File: src/rtl/hmp_pkg.sv
// Shared constants and types for the host message port.
// Assumes a 2-bit address space with the message register at zero.
package hmp_pkg;
    typedef enum logic {
        STYLE_SPLIT      = 1'b0,
        STYLE_STROBE_DIR = 1'b1
    } bus_style_e;

    localparam logic [1:0] ADDR_MSG  = 2'b00;
    localparam logic [1:0] ADDR_STAT = 2'b01;
    localparam int STAT_BUSY_BIT = 0;
    localparam int STAT_RDY_BIT  = 1;
endpackage

File: src/rtl/hmp_sync.sv
// Multi-stage synchronizer for a bundle of slowly changing host pins.
// Assumes the bundle is stable while a strobe is active, so bus skew is harmless.
module hmp_sync #(
    parameter int               WIDTH   = 8,
    parameter int               STAGES  = 2,
    parameter logic [WIDTH-1:0] RST_VAL = '0
) (
    input  logic             clk,
    input  logic             rst_n,
    input  logic [WIDTH-1:0] d,
    output logic [WIDTH-1:0] q
);
    logic [WIDTH-1:0] stg [STAGES];

    for (genvar i = 0; i < STAGES; i++) begin : g_stage
        if (i == 0) begin : g_first
            // First stage samples the asynchronous pins.
            always_ff @(posedge clk) begin
                if (!rst_n) stg[0] <= RST_VAL;
                else        stg[0] <= d;
            end
        end else begin : g_next
            // Later stages settle metastability.
            always_ff @(posedge clk) begin
                if (!rst_n) stg[i] <= RST_VAL;
                else        stg[i] <= stg[i-1];
            end
        end
    end

    assign q = stg[STAGES-1];
endmodule

File: src/rtl/hmp_bus_decode.sv
// Turns chip select, strobe and direction pins into read/write activity levels.
// The bus style is fixed at elaboration; pins are active as described per style.
module hmp_bus_decode
    import hmp_pkg::*;
#(
    parameter bus_style_e BUS_STYLE = STYLE_SPLIT
) (
    input  logic cs_n,
    input  logic stb_n,
    input  logic dir,
    output logic rd_act,
    output logic wr_act
);
    if (BUS_STYLE == STYLE_SPLIT) begin : g_split
        // Separate read and write strobes, each gated by chip select.
        always_comb begin
            rd_act = !cs_n && !stb_n;
            wr_act = !cs_n && !dir;
        end
    end else begin : g_strobe_dir
        // One data strobe; direction level high means read.
        always_comb begin
            rd_act = !cs_n && !stb_n && dir;
            wr_act = !cs_n && !stb_n && !dir;
        end
    end
endmodule

File: src/rtl/hmp_regs.sv
// Handshake registers: inbound byte with busy flag, outbound byte with ready flag.
// Assumes wr_done/rd_done are single-cycle pulses at the end of a host access.
module hmp_regs
    import hmp_pkg::*;
#(
    parameter int DATA_W = 8,
    parameter int ADDR_W = 2
) (
    input  logic              clk,
    input  logic              rst_n,
    input  logic              wr_done,
    input  logic              rd_done,
    input  logic [ADDR_W-1:0] acc_addr,
    input  logic [DATA_W-1:0] acc_data,
    input  logic              in_ready,
    input  logic              out_valid,
    input  logic [DATA_W-1:0] out_data,
    output logic              in_busy,
    output logic [DATA_W-1:0] in_byte,
    output logic              out_rdy,
    output logic [DATA_W-1:0] out_byte
);
    logic acc_msg;
    assign acc_msg = (acc_addr == ADDR_W'(ADDR_MSG));

    // Inbound path: host write fills, core accept drains.
    always_ff @(posedge clk) begin
        if (!rst_n) begin
            in_busy <= 1'b0;
            in_byte <= '0;
        end else if (in_busy && in_ready) begin
            in_busy <= 1'b0;
        end else if (wr_done && acc_msg && !in_busy) begin
            in_busy <= 1'b1;
            in_byte <= acc_data;
        end
    end

    // Outbound path: core offer fills, host message read drains.
    always_ff @(posedge clk) begin
        if (!rst_n) begin
            out_rdy  <= 1'b0;
            out_byte <= '0;
        end else if (out_rdy && rd_done && acc_msg) begin
            out_rdy <= 1'b0;
        end else if (!out_rdy && out_valid) begin
            out_rdy  <= 1'b1;
            out_byte <= out_data;
        end
    end


    busy_set_chk: assert property (@(posedge clk) disable iff (!rst_n)
        $rose(in_busy) |-> $past(wr_done && acc_msg));

    busy_hold_chk: assert property (@(posedge clk) disable iff (!rst_n)
        in_busy && !in_ready |=> in_busy && $stable(in_byte));

    busy_clear_chk: assert property (@(posedge clk) disable iff (!rst_n)
        $fell(in_busy) |-> $past(in_ready));

    rdy_set_chk: assert property (@(posedge clk) disable iff (!rst_n)
        $rose(out_rdy) |-> $past(out_valid));

    rdy_clear_chk: assert property (@(posedge clk) disable iff (!rst_n)
        $fell(out_rdy) |-> $past(rd_done && acc_msg));
endmodule

File: src/rtl/host_msg_port.sv
// Top of the host message port. Synchronizes host pins, detects access ends,
// drives read data directly from the live pins, and exposes core valid/ready.
// Assumes address and write data stay stable while the strobe is active.
module host_msg_port
    import hmp_pkg::*;
#(
    parameter bus_style_e BUS_STYLE   = STYLE_SPLIT,
    parameter int         DATA_W      = 8,
    parameter int         ADDR_W      = 2,
    parameter int         SYNC_STAGES = 2
) (
    input  logic              clk,
    input  logic              rst_n,
    input  logic              hcs_n,
    input  logic              hstb_n,
    input  logic              hdir,
    input  logic [ADDR_W-1:0] haddr,
    input  logic [DATA_W-1:0] hdata_in,
    output logic [DATA_W-1:0] hdata_out,
    output logic              hdata_oe,
    output logic              hirq_n,
    output logic              in_valid,
    input  logic              in_ready,
    output logic [DATA_W-1:0] in_data,
    input  logic              out_valid,
    output logic              out_ready,
    input  logic [DATA_W-1:0] out_data
);
    localparam int SW = 3 + ADDR_W + DATA_W;

    logic [SW-1:0]     pin_raw, pin_sy;
    logic              sy_cs_n, sy_stb_n, sy_dir;
    logic [ADDR_W-1:0] sy_addr, cap_addr;
    logic [DATA_W-1:0] sy_data, cap_data;
    logic              raw_rd, raw_wr, sy_rd, sy_wr, rd_q, wr_q;
    logic              rd_done, wr_done;
    logic              in_busy, out_rdy;
    logic [DATA_W-1:0] in_byte, out_byte, rdata;

    assign pin_raw = {hcs_n, hstb_n, hdir, haddr, hdata_in};

    hmp_sync #(.WIDTH(SW), .STAGES(SYNC_STAGES), .RST_VAL({SW{1'b1}})) u_sync (
        .clk(clk), .rst_n(rst_n), .d(pin_raw), .q(pin_sy)
    );

    assign {sy_cs_n, sy_stb_n, sy_dir, sy_addr, sy_data} = pin_sy;

    hmp_bus_decode #(.BUS_STYLE(BUS_STYLE)) u_dec_raw (
        .cs_n(hcs_n), .stb_n(hstb_n), .dir(hdir), .rd_act(raw_rd), .wr_act(raw_wr)
    );

    hmp_bus_decode #(.BUS_STYLE(BUS_STYLE)) u_dec_sy (
        .cs_n(sy_cs_n), .stb_n(sy_stb_n), .dir(sy_dir), .rd_act(sy_rd), .wr_act(sy_wr)
    );

    // Track access activity and capture address/data while an access is live.
    always_ff @(posedge clk) begin
        if (!rst_n) begin
            rd_q     <= 1'b0;
            wr_q     <= 1'b0;
            cap_addr <= '0;
            cap_data <= '0;
        end else begin
            rd_q <= sy_rd;
            wr_q <= sy_wr;
            if (sy_rd || sy_wr) begin
                cap_addr <= sy_addr;
                cap_data <= sy_data;
            end
        end
    end

    assign rd_done = rd_q && !sy_rd;
    assign wr_done = wr_q && !sy_wr;

    hmp_regs #(.DATA_W(DATA_W), .ADDR_W(ADDR_W)) u_regs (
        .clk(clk), .rst_n(rst_n),
        .wr_done(wr_done), .rd_done(rd_done),
        .acc_addr(cap_addr), .acc_data(cap_data),
        .in_ready(in_ready), .out_valid(out_valid), .out_data(out_data),
        .in_busy(in_busy), .in_byte(in_byte),
        .out_rdy(out_rdy), .out_byte(out_byte)
    );

    // Read mux on the live address, so read data needs no sync latency.
    always_comb begin
        rdata = '0;
        if (haddr == ADDR_W'(ADDR_MSG)) begin
            rdata = out_byte;
        end else if (haddr == ADDR_W'(ADDR_STAT)) begin
            rdata[STAT_BUSY_BIT] = in_busy;
            rdata[STAT_RDY_BIT]  = out_rdy;
        end
    end

    assign hdata_oe  = raw_rd;
    assign hdata_out = raw_rd ? rdata : '0;
    assign hirq_n    = !out_rdy;
    assign in_valid  = in_busy;
    assign in_data   = in_byte;
    assign out_ready = !out_rdy;


    irq_hold_chk: assert property (@(posedge clk) disable iff (!rst_n)
        !hirq_n && !(rd_done && cap_addr == ADDR_W'(ADDR_MSG)) |=> !hirq_n);

    oe_sel_chk: assert property (@(posedge clk) disable iff (!rst_n)
        hdata_oe |-> !hcs_n && !raw_wr);

    other_wr_chk: assert property (@(posedge clk) disable iff (!rst_n)
        wr_done && cap_addr != ADDR_W'(ADDR_MSG) && !in_ready |=> $stable(in_data) && $stable(in_valid));
endmodule

File: config.mk
export PLATFORM = sky130hd
export DESIGN_NAME = host_msg_port
export DESIGN_NICKNAME = d
export VERILOG_FILES = /design/src/rtl/hmp_pkg.sv /design/src/rtl/hmp_sync.sv /design/src/rtl/hmp_bus_decode.sv /design/src/rtl/hmp_regs.sv /design/src/rtl/host_msg_port.sv
export SDC_FILE = /design/constraint.sdc
export NUM_CORES = 1
export LEC_CHECK = 0
export ABC_AREA = 1
export BUFFER_PORTS_ARGS = -buffer_cell sky130_fd_sc_hd__buf_2
export CAP_MARGIN = 20
export CORE_MARGIN = 2
export CORE_UTILIZATION = 56
export CTS_BUF_LIST = sky130_fd_sc_hd__clkbuf_8 sky130_fd_sc_hd__clkbuf_16
export CTS_CLUSTER_SIZE = 10
export DETAILED_ROUTE_END_ITERATION = 10
export GPL_TIMING_DRIVEN = 0
export PLACE_DENSITY = 0.79
export SLEW_MARGIN = 15
export SYNTH_ARGS = -nofsm -noshare
export SYNTH_HDL_FRONTEND = slang
export SYNTH_SLANG_ARGS = --single-unit
File: constraint.sdc
create_clock -name clk -period 1.5 [get_ports clk]
set_input_delay 0 -clock clk [delete_from_list [all_inputs] [get_ports clk]]
set_output_delay 0 -clock clk [all_outputs]
set_load 0.01 [all_outputs]
==> results.ini <==
[place]
placed_cells = 339
hpwlAfterDp_um = 2540
placed_cell_area_mm2 = 0.00227
port_buffers = 44
post-place-ws_ps = 437
place.gp.congestion = 0.810

[logic_synthesis]
ys_ff_latch = 56
syn_nets = 274
ys_seq_area_share_pct = 56.1
syn_area_per_cell_um2 = 8.02
ys_warn_count = 0
syn_area_mm2 = 0.00200
netlist_instances = 249
netlist-cell-type-count = 21

[clocking]
cts_setup_buffers = 0
root_buffer = clkbuf_8
clkLatencyLatePin_ps = 300
cts-buffers-inserted = 5
clk_pin_slew_ps = 90
clk_path_buf_depth = 2
cts_tree = built
htree_num_levels = 2
cts_sinks = 56

[sta]
tightest_slew_ps = 414
finalSetupViolCount = 0
slew_violations = 0
worst_clock_skew_ps = 6.53
fmax_mhz = 755
tns_ps = 0
relSlewSlack_pct = 72.4
worst_slack_ps = 176
hold_slack_ps = 121
finalHoldViolations = 0
period_minus_slack_ps = 1320
finalCritPeriodShare_pct = 88.3
rsz0062_at_grt = no

[route]
viasPerCell = 4.53
dr.pass1.iters = 4
vias = 1671
route.detailed.drc = 0
post_drt_wl_per_cell_um = 10.6
drt_iter0_drc = 94
drtAntennaViolNets = 0
drt_wl_total_um = 3910

[final_layout]
fin_nets = 347
fin_cells = 369
diodes = 0
layout-drive-gt1-share_pct = 27.9
area_delta_synth_final_pct = 30.3
fill_cells = 237
stdcell_area_mm2 = 0.00260

[floorplan]
initial_core_util_pct = 58.9
core_region_area_mm2 = 0.00339
row_count = 21
die_w_um = 63.7
io_pins = 45
fp.dieArea_mm2 = 0.00406
die_h_um = 63.7

[power]
peakVddDrop_mv = 0.827
switching_share_pct = 22.7
powerDensity_mw_per_mm2 = 1010
power_frac_comb_pct = 9.2
clock_power_share_pct = 31.4
switchingPower_uw = 599
power.share.sequential_pct = 59.5
leakage_nw = 1.22
p_int_mw = 2.04

[worst_hold_path]
hp-class = in2reg

[critical_path]
ff2ff_setup_slack_ps = 420
critPathLaunchType = input pin
endpoint_kind = output port
cp_max_fo = 9
required_ps = 1500
cp.arrival_ps = 1320
path_class = in2out

[flow_run]
drv_cap = 0

[global_route]
gr-total-overflow = 0
grt_pass1_vias = 1608
grt_pass1_wl_um = 6850
antenna_found_initial = 0
track_usage_pct = 21.8
grt_max_degree = 17

[outcome]
status = finished clean

==> worst paths after layout <==
check                                             startpoint                            to  cells past startpoint
worst max-delay path                                   hcs_n                  hdata_out[5]                      6
worst max register to register  u_sync.stg[1][12]$_SDFF_PN1_      cap_data[5]$_SDFFE_PN0P_                      6
worst min-delay path                                   rst_n   u_sync.stg[0][4]$_SDFF_PN1_                      3
worst min register to register  u_sync.stg[0][11]$_SDFF_PN1_  u_sync.stg[1][11]$_SDFF_PN1_                      1
==> cell families after synthesis <==
group,share of synthesized area [%]
flip-flops,56.1
AO/OA/AOI/OAI,6.02
AND/OR/NAND/NOR,27.9
buffers and inverters,9.96
==> cells in the mapped netlist <==
cell type	number	area [um^2]
dfxtp_1	56	1120
nor2_1	49	184
inv_1	37	139
nand2_1	31	116
or2_2	24	150
o21ai_0	14	70.1
nand3_1	11	55.1
a21oi_1	6	30.0
o21ai_1	4	20.0
inv_2	3	11.3
buf_2	2	10.0
buf_4	2	15.0
nor3_1	2	10.0
buf_1	1	3.75
buf_6	1	11.3
clkbuf_1	1	3.75
clkbuf_2	1	5.00
nand2_2	1	6.26
nand3_4	1	17.5
nor2_2	1	6.26
nor2_4	1	11.3
==> repair_timing <==
action | CTS | global route
hold endpoints to repair | 22 | 0
endpoints found under the setup margin | 0 | 5
gates resized for setup | 0 | 3
hold buffers | 22 | 0
==> layout by cell type (no fill, tap or decap) <==
cell            n
nand3_4         1
dfxtp_1        56
clkbuf_1        1
o21ai_1         4
a21oi_1         6
clkbuf_2        1
nor2_1         48
nor2_2          1
buf_4           2
nor2_4          2
nor3_2          1
nor3_1          1
inv_1          38
nand3_1        11
clkbuf_8        6
clkinvlp_4      1
nand2_2         1
nand2_1        31
buf_6           1
or2_2          24
o21ai_0        14
buf_1           1
dlygate4sd3_1  22
inv_2           3
buf_2          46
==> worst max-delay path: stages <==
cell           delay [ps]
dlygate4sd3_1         530
buf_2                 120
inv_1                  60
nand2_1               210
nor3_2                240
buf_2                 160
==> cell type report <==
type                    instances  area (um^2)  area share, %
flip-flops and latches         56         1120           43.1
multi-input cells             145          689           26.5
repair buffers                 66          440           16.9
inverters                      40          150           5.77
clock buffers                   6         82.6           3.17
well taps                      46         57.6           2.21
plain buffers                   8         48.8           1.88
clock inverters                 2         11.3          0.433
==> stage by stage <==
step / power (mW) / util, %
global placement: 1.79 / 67.1
CTS: 2.63 / 76.4
finish: 2.64 / 76.7
floorplan: 1.72 / -
global route: 2.76 / 76.7
detailed placement: 1.79 / 67.1
==> metal layers <==
metal / vias to the layer above / GRT usage (%) / wire length [um]
met3: 7 / 4.82 / 180
met5: - / 0 / 0
met1: 729 / 26.1 / 1740
met2: 43 / 39.1 / 1940
met4: 0 / 5.71 / 48
li1: 892 / - / -
==> power by group through the flow <==
stage | registers, mW | clock network (mW) | logic [mW]
floorplan | 1.60 | 0 | 0.121
global placement | 1.60 | 0 | 0.184
detailed placement | 1.60 | 0 | 0.189
CTS | 1.57 | 0.831 | 0.234
global route | 1.58 | 0.912 | 0.271
finish | 1.57 | 0.827 | 0.242
==> flip-flops by register name, summed over array words and instances, names as in the netlist <==
| signal | count |
|---|---|
| u_sync.stg | 26 |
| cap_data | 8 |
| u_regs.in_byte | 8 |
| u_regs.out_byte | 8 |
| cap_addr | 2 |
| rd_q | 1 |
| u_regs.in_busy | 1 |
| u_regs.out_rdy | 1 |
| wr_q | 1 |
Note: power is estimated with default switching activity, not from simulation.
